### config.mk
export PLATFORM = sky130hd
export DESIGN_NAME = crc32_stream
export DESIGN_NICKNAME = d
export VERILOG_FILES = /design/src/rtl/crc32_stream.sv
export SDC_FILE = /design/constraint.sdc
export NUM_CORES = 1
export LEC_CHECK = 0
export BUFFER_PORTS_ARGS = -buffer_cell sky130_fd_sc_hd__buf_4
export CELL_PAD_IN_SITES_DETAIL_PLACEMENT = 1
export CELL_PAD_IN_SITES_GLOBAL_PLACEMENT = 2
export CORE_MARGIN = 8
export CORE_UTILIZATION = 39
export CTS_CLUSTER_SIZE = 24
export DETAILED_ROUTE_END_ITERATION = 10
export GPL_TIMING_DRIVEN = 0
export PLACE_DENSITY = 0.82
export SKIP_CTS_REPAIR_TIMING = 1
export SLEW_MARGIN = 20
export SYNTH_ARGS = -nofsm -noshare
export SYNTH_HDL_FRONTEND = slang
export SYNTH_SLANG_ARGS = --single-unit
### constraint.sdc
create_clock -name clk -period 3.4 [get_ports clk]
set_input_delay 0.17 -clock clk [delete_from_list [all_inputs] [get_ports clk]]
set_output_delay 0.17 -clock clk [all_outputs]
set_load 0.1 [all_outputs]
### src/rtl/crc32_stream.sv
module crc32_stream #(
  parameter bit MSB_FIRST = 1'b0
) (
  input  logic        clk,
  input  logic        rst_n,
  input  logic        in_valid,
  output logic        in_ready,
  input  logic        in_sof,
  input  logic        in_eof,
  input  logic [7:0]  in_data,
  input  logic [2:0]  in_nbits,
  output logic        crc_valid,
  output logic [31:0] crc_out,
  output logic        crc_pass
);

  localparam logic [31:0] POLY    = MSB_FIRST ? 32'h04C11DB7 : 32'hEDB88320;
  localparam logic [31:0] RESIDUE = MSB_FIRST ? 32'hC704DD7B : 32'hDEBB20E3;
  localparam logic [31:0] SEED    = 32'hFFFFFFFF;

  logic [31:0]      rem_q;
  logic [31:0]      base;
  logic [3:0]       nsteps;
  logic [3:0]       nskip;
  logic [7:0]       dmask;
  logic [7:0]       dbits;
  logic [8:0][31:0] stg;
  logic [31:0]      nxt;
  logic             acc;

  assign acc    = in_valid && in_ready;
  assign base   = in_sof ? SEED : rem_q;
  assign nsteps = (in_eof && in_nbits != 3'd0) ? {1'b0, in_nbits} : 4'd8;
  assign nskip  = 4'd8 - nsteps;
  assign dmask  = MSB_FIRST ? (8'hFF << nskip) : (8'hFF >> nskip);
  assign dbits  = in_data & dmask;
  assign stg[0] = MSB_FIRST ? (base ^ {dbits, 24'd0}) : (base ^ {24'd0, dbits});

  generate
    for (genvar k = 0; k < 8; k++) begin : g_step
      if (MSB_FIRST) begin : g_left
        assign stg[k+1] = {stg[k][30:0], 1'b0} ^ (stg[k][31] ? POLY : 32'd0);
      end else begin : g_right
        assign stg[k+1] = {1'b0, stg[k][31:1]} ^ (stg[k][0] ? POLY : 32'd0);
      end
    end
  endgenerate

  assign nxt = stg[nsteps];

  always_ff @(posedge clk or negedge rst_n) begin
    if (!rst_n) begin
      rem_q     <= SEED;
      in_ready  <= 1'b0;
      crc_valid <= 1'b0;
      crc_out   <= 32'd0;
      crc_pass  <= 1'b0;
    end else begin
      in_ready  <= 1'b1;
      crc_valid <= acc && in_eof;
      if (acc) rem_q <= nxt;
      if (acc && in_eof) begin
        crc_out  <= ~nxt;
        crc_pass <= (nxt == RESIDUE);
      end
    end
  end


  eof_strobe_chk: assert property (@(posedge clk) disable iff (!rst_n)
    (acc && in_eof) |=> crc_valid);


  strobe_cause_chk: assert property (@(posedge clk) disable iff (!rst_n)
    crc_valid |-> $past(acc && in_eof));


  out_matches_rem_chk: assert property (@(posedge clk) disable iff (!rst_n)
    crc_valid |-> (crc_out == ~rem_q));


  pass_code_chk: assert property (@(posedge clk) disable iff (!rst_n)
    crc_pass |-> (crc_out == ~RESIDUE));


  idle_hold_chk: assert property (@(posedge clk) disable iff (!rst_n)
    !acc |=> $stable(rem_q));

endmodule

==> impl_results.html <==
<table>
<tr><th>Metric</th><th>Value</th></tr>
<tr><th colspan="2">Run status</th></tr>
<tr><td>Result of the run</td><td>finished, violations left</td></tr>
<tr><td>Violations in the final reports</td><td>setup timing</td></tr>
<tr><th colspan="2">Synthesis</th></tr>
<tr><td>Portion of the post-synthesis area used by sequential elements</td><td>24.1%</td></tr>
<tr><td>Register bit total from synthesis</td><td>67</td></tr>
<tr><td>Number of instances in the synthesized netlist</td><td>817</td></tr>
<tr><td>Async set or reset register ratio after synthesis</td><td>100%</td></tr>
<tr><td>Dominant register cell in the synthesized netlist</td><td>sky130_fd_sc_hd__dfrtp_1</td></tr>
<tr><td>Fraction of synthesized cell area taken by the top area cell type</td><td>12.3%</td></tr>
<tr><td>Count leader, synth</td><td>sky130_fd_sc_hd__nand2_1</td></tr>
<tr><td>Commonest cells post-synth</td><td>sky130_fd_sc_hd__nand2_1 (97), sky130_fd_sc_hd__xnor2_1 (93), sky130_fd_sc_hd__nor2_1 (85)</td></tr>
<tr><td>Number of distinct library cells after synthesis</td><td>90</td></tr>
<tr><td>Synthesized cell area</td><td>7110 µm²</td></tr>
<tr><td>Post-synth net total</td><td>834</td></tr>
<tr><td>Main area contributors after synthesis</td><td>sky130_fd_sc_hd__dfrtp_1 (12%), sky130_fd_sc_hd__dfstp_2 (12%), sky130_fd_sc_hd__xnor2_1 (11%)</td></tr>
<tr><td>Syn. warnings</td><td>0</td></tr>
<tr><td>Number of synthesized flops with an enable pin</td><td>0</td></tr>
<tr><td>Cell type with the largest total area after synthesis</td><td>sky130_fd_sc_hd__dfrtp_1</td></tr>
<tr><td>Per-instance average area after synthesis</td><td>8.70 µm²</td></tr>
<tr><th colspan="2">Worst setup path</th></tr>
<tr><td>Crit path required time</td><td>3.61 ns</td></tr>
<tr><td>Largest fanout on the critical path</td><td>10</td></tr>
<tr><td>Endpoint arrival time on the critical path</td><td>3.91 ns</td></tr>
<tr><td>Kind of launch point of the worst setup path</td><td>primary input</td></tr>
<tr><td>Depth of the most critical reg-to-reg path</td><td>12</td></tr>
<tr><td>Class of the most critical setup path</td><td>in -&gt; reg</td></tr>
<tr><td>Sort of element at the end of the critical path</td><td>flop</td></tr>
<tr><th colspan="2">Floorplanning</th></tr>
<tr><td>Height of the chip</td><td>151 µm</td></tr>
<tr><td>I/O pins</td><td>51</td></tr>
<tr><td>Effective utilization at floorplan</td><td>39.7%</td></tr>
<tr><td>Die Width</td><td>151 µm</td></tr>
<tr><td>Row Count</td><td>49</td></tr>
<tr><td>Floorplan core area</td><td>17900 µm²</td></tr>
<tr><td>Area of the die</td><td>22800 µm²</td></tr>
<tr><th colspan="2">Clocking</th></tr>
<tr><td>TritonCTS clock tree</td><td>yes</td></tr>
<tr><td>Number of CTS-inserted buffers</td><td>9</td></tr>
<tr><td>Number of buffers between clock root and the deepest sink</td><td>2</td></tr>
<tr><td>Later-pin clock latency in the skew report</td><td>0.33 ns</td></tr>
<tr><td>Register clock-pin slew on the reported worst setup and hold paths</td><td>0.05 ns</td></tr>
<tr><td>Root cell of the clock tree</td><td>sky130_fd_sc_hd__clkbuf_16</td></tr>
<tr><td>Maximum level of the CTS H-tree</td><td>3</td></tr>
<tr><td>TritonCTS Sinks</td><td>67</td></tr>
<tr><th colspan="2">Final layout</th></tr>
<tr><td>Number of standard cells in the final layout excluding fillers</td><td>1170</td></tr>
<tr><td>Nets@finish</td><td>953</td></tr>
<tr><td>Layout cells sized above 1</td><td>33.0%</td></tr>
<tr><td>Diodes inserted</td><td>0</td></tr>
<tr><td>Post-layout util</td><td>51.2%</td></tr>
<tr><td>Area growth, synth to finish</td><td>29.0%</td></tr>
<tr><td>Count of filler cells inserted in the layout</td><td>2044</td></tr>
<tr><th colspan="2">Placed design</th></tr>
<tr><td>Routability congestion estimate from global placement</td><td>0.991</td></tr>
<tr><td>Port Buffer Count</td><td>45</td></tr>
<tr><td>HPWL reported at the end of detailed placement</td><td>25.8 mm</td></tr>
<tr><td>Post-Place Cells</td><td>1091</td></tr>
<tr><td>Setup WS pre-CTS</td><td>-1.69 ns</td></tr>
<tr><th colspan="2">STA</th></tr>
<tr><td>Final Hold Violating Endpoints</td><td>0</td></tr>
<tr><td>Setup WS post-layout</td><td>-0.295 ns</td></tr>
<tr><td>Max Transition Viols Final</td><td>0</td></tr>
<tr><td>Transition time of the tightest slew-check pin</td><td>1.13 ns</td></tr>
<tr><td>RSZ-0062 raised after global routing</td><td>yes</td></tr>
<tr><td>Tcrit/Tclk final</td><td>109%</td></tr>
<tr><td>Minimum clock period</td><td>3.69 ns</td></tr>
<tr><td>Tightest slew margin relative to the limit</td><td>24.5%</td></tr>
<tr><td>Finish-stage setup viols</td><td>6</td></tr>
<tr><td>Worst clock skew on the final layout</td><td>0.00590 ns</td></tr>
<tr><td>Maximum operating frequency</td><td>271 MHz</td></tr>
<tr><th colspan="2">Power</th></tr>
<tr><td>Cell leakage power</td><td>3.64 nW</td></tr>
<tr><td>Maximum ir drop on the vdd rail</td><td>0.924 mV</td></tr>
<tr><td>Power density of the placed cells</td><td>1130 nW/µm²</td></tr>
<tr><th colspan="2">GRT</th></tr>
<tr><td>Wire length of the first global-routing pass</td><td>49.8 mm</td></tr>
<tr><td>Pin count of the biggest net entering global routing</td><td>68</td></tr>
<tr><td>Antenna violations before repair</td><td>0</td></tr>
<tr><td>Vias in the first global route</td><td>7368</td></tr>
<tr><td>Total Routing Usage GR</td><td>29.9%</td></tr>
<tr><td>Total overflow reported by the global router</td><td>0</td></tr>
<tr><th colspan="2">Routing</th></tr>
<tr><td>Wire per inst</td><td>29.9 µm</td></tr>
<tr><td>Antenna-violating nets left</td><td>0</td></tr>
<tr><td>Number of design rule violations left after detail routing</td><td>0</td></tr>
<tr><td>Number of design-rule violations left by the first detailed-router iteration</td><td>740</td></tr>
<tr><td>Via-to-Cell Ratio</td><td>6.31</td></tr>
<tr><td>Vias post-DR</td><td>7378</td></tr>
<tr><td>Wire length reported by the detailed router</td><td>35.0 mm</td></tr>
<tr><td>First-pass detailed-route iteration total</td><td>7</td></tr>
<tr><th colspan="2">Hold path</th></tr>
<tr><td>Number of cells traversed by the worst hold path</td><td>3</td></tr>
<tr><td>Class of the most critical hold timing path</td><td>in -&gt; reg</td></tr>
<tr><th colspan="2">Job</th></tr>
<tr><td>Max-cap violations</td><td>0</td></tr>
</table>
-- cells by family (layout without fill, tap and decap cells) --
group	after synthesis	after routing	share of synthesized area, %
DFF	67	67	24.1
AOI/OAI and AO/OA	228	228	22.7
other	1	1	0.0527
adders and majority gates	1	1	0.176
xor gates and xnor gates	161	161	25.8
buffers and inverters	71	195	4.43
muxes	46	46	7.27
and+or+nand+nor	242	242	15.5
-- critical path, cell delays in order --
cell	delay, ns
sky130_fd_sc_hd__buf_6	0.11
sky130_fd_sc_hd__buf_6	0.17
sky130_fd_sc_hd__and2_4	0.18
sky130_fd_sc_hd__clkinvlp_4	0.16
sky130_fd_sc_hd__buf_8	0.20
sky130_fd_sc_hd__ha_4	0.19
sky130_fd_sc_hd__nand2b_1	0.20
sky130_fd_sc_hd__o31ai_4	0.21
sky130_fd_sc_hd__buf_4	0.16
sky130_fd_sc_hd__mux2i_4	0.10
sky130_fd_sc_hd__xnor2_4	0.38
sky130_fd_sc_hd__buf_4	0.21
sky130_fd_sc_hd__xnor2_2	0.15
sky130_fd_sc_hd__xnor2_1	0.10
sky130_fd_sc_hd__a221oi_1	0.33
sky130_fd_sc_hd__a21boi_4	0.34
sky130_fd_sc_hd__nor3_1	0.09
sky130_fd_sc_hd__and4_1	0.22
sky130_fd_sc_hd__a32o_1	0.22
-- cell type report --
type | instances | area, µm² | area share (%)
multi-input combinational | 679 | 5540 | 60.4
sequential | 67 | 1720 | 18.7
timing repair buffer | 110 | 913 | 9.96
buffer | 61 | 383 | 4.17
tap | 229 | 287 | 3.12
clock buffer | 13 | 250 | 2.73
inverter | 8 | 46.3 | 0.505
clock inverter | 3 | 40.0 | 0.437
-- metrics by stage --
stage | power (W) | hold slack (ns) | instance area (µm²) | setup TNS (ns)
final | 0.0103 | 0.425 | 9170 | -0.635
after global routing | 0.0107 | 0.449 | 9170 | -1.10
after CTS | 0.00916 | -0.0303 | 8160 | -31.41
after detailed placement | 0.00821 | 0.315 | 7870 | -51.30
after global placement | 0.00812 | 0.301 | 7870 | -50.80
after floorplan | 0.00641 | -0.126 | 7250 | -0.108
-- power by group --
group	internal [W]	switching [W]	total, W
Combinational	0.00289	0.00494	0.00783
Sequential	0.00128	0.000318	0.00159
Clock	0.000585	0.000318	0.000903
Total	0.00475	0.00557	0.0103
-- path summary, 6_finish.rpt --
check,start,to,slack (ns)
setup / recovery,in_nbits[1],crc_pass,-0.29
hold / removal,in_valid,crc_out[6],0.42
setup reg to reg,rem_q[5],crc_pass,-0.21
hold reg to reg,crc_out[22],crc_out[22],0.48
max in group asynchronous,rst_n,crc_out[14],2.38
min in group asynchronous,rst_n,crc_valid,0.48
-- per-layer routing --
metal,GRT usage (%),up-vias,routed length [µm]
li1,-,3150,-
met4,12.9,0,1170
met2,47.0,443,16100
met3,4.84,82,3270
met5,0,-,0
met1,39.8,3703,14400
-- cells in the final DEF (no fill, tap or decap), drive strengths merged, types with 11 or more instances in the layout --
| master | n |
|---|---|
| dfstp | 32 |
| a221oi | 14 |
| nor3 | 11 |
| buf | 134 |
| xnor2 | 106 |
| nand2 | 98 |
| mux2 | 32 |
| o21ai | 72 |
| mux2i | 13 |
| a21oi | 37 |
| dfrtp | 35 |
| o221ai | 13 |
| xnor3 | 12 |
| clkbuf | 49 |
| nor2 | 87 |
| xor2 | 41 |
| a211oi | 13 |
-- registers in the layout, indices dropped and copies added (netlist names) --
register,cells
crc_out,32
rem_q,32
crc_pass,1
crc_valid,1
in_ready,1
Power figures use the tool's default switching activity.
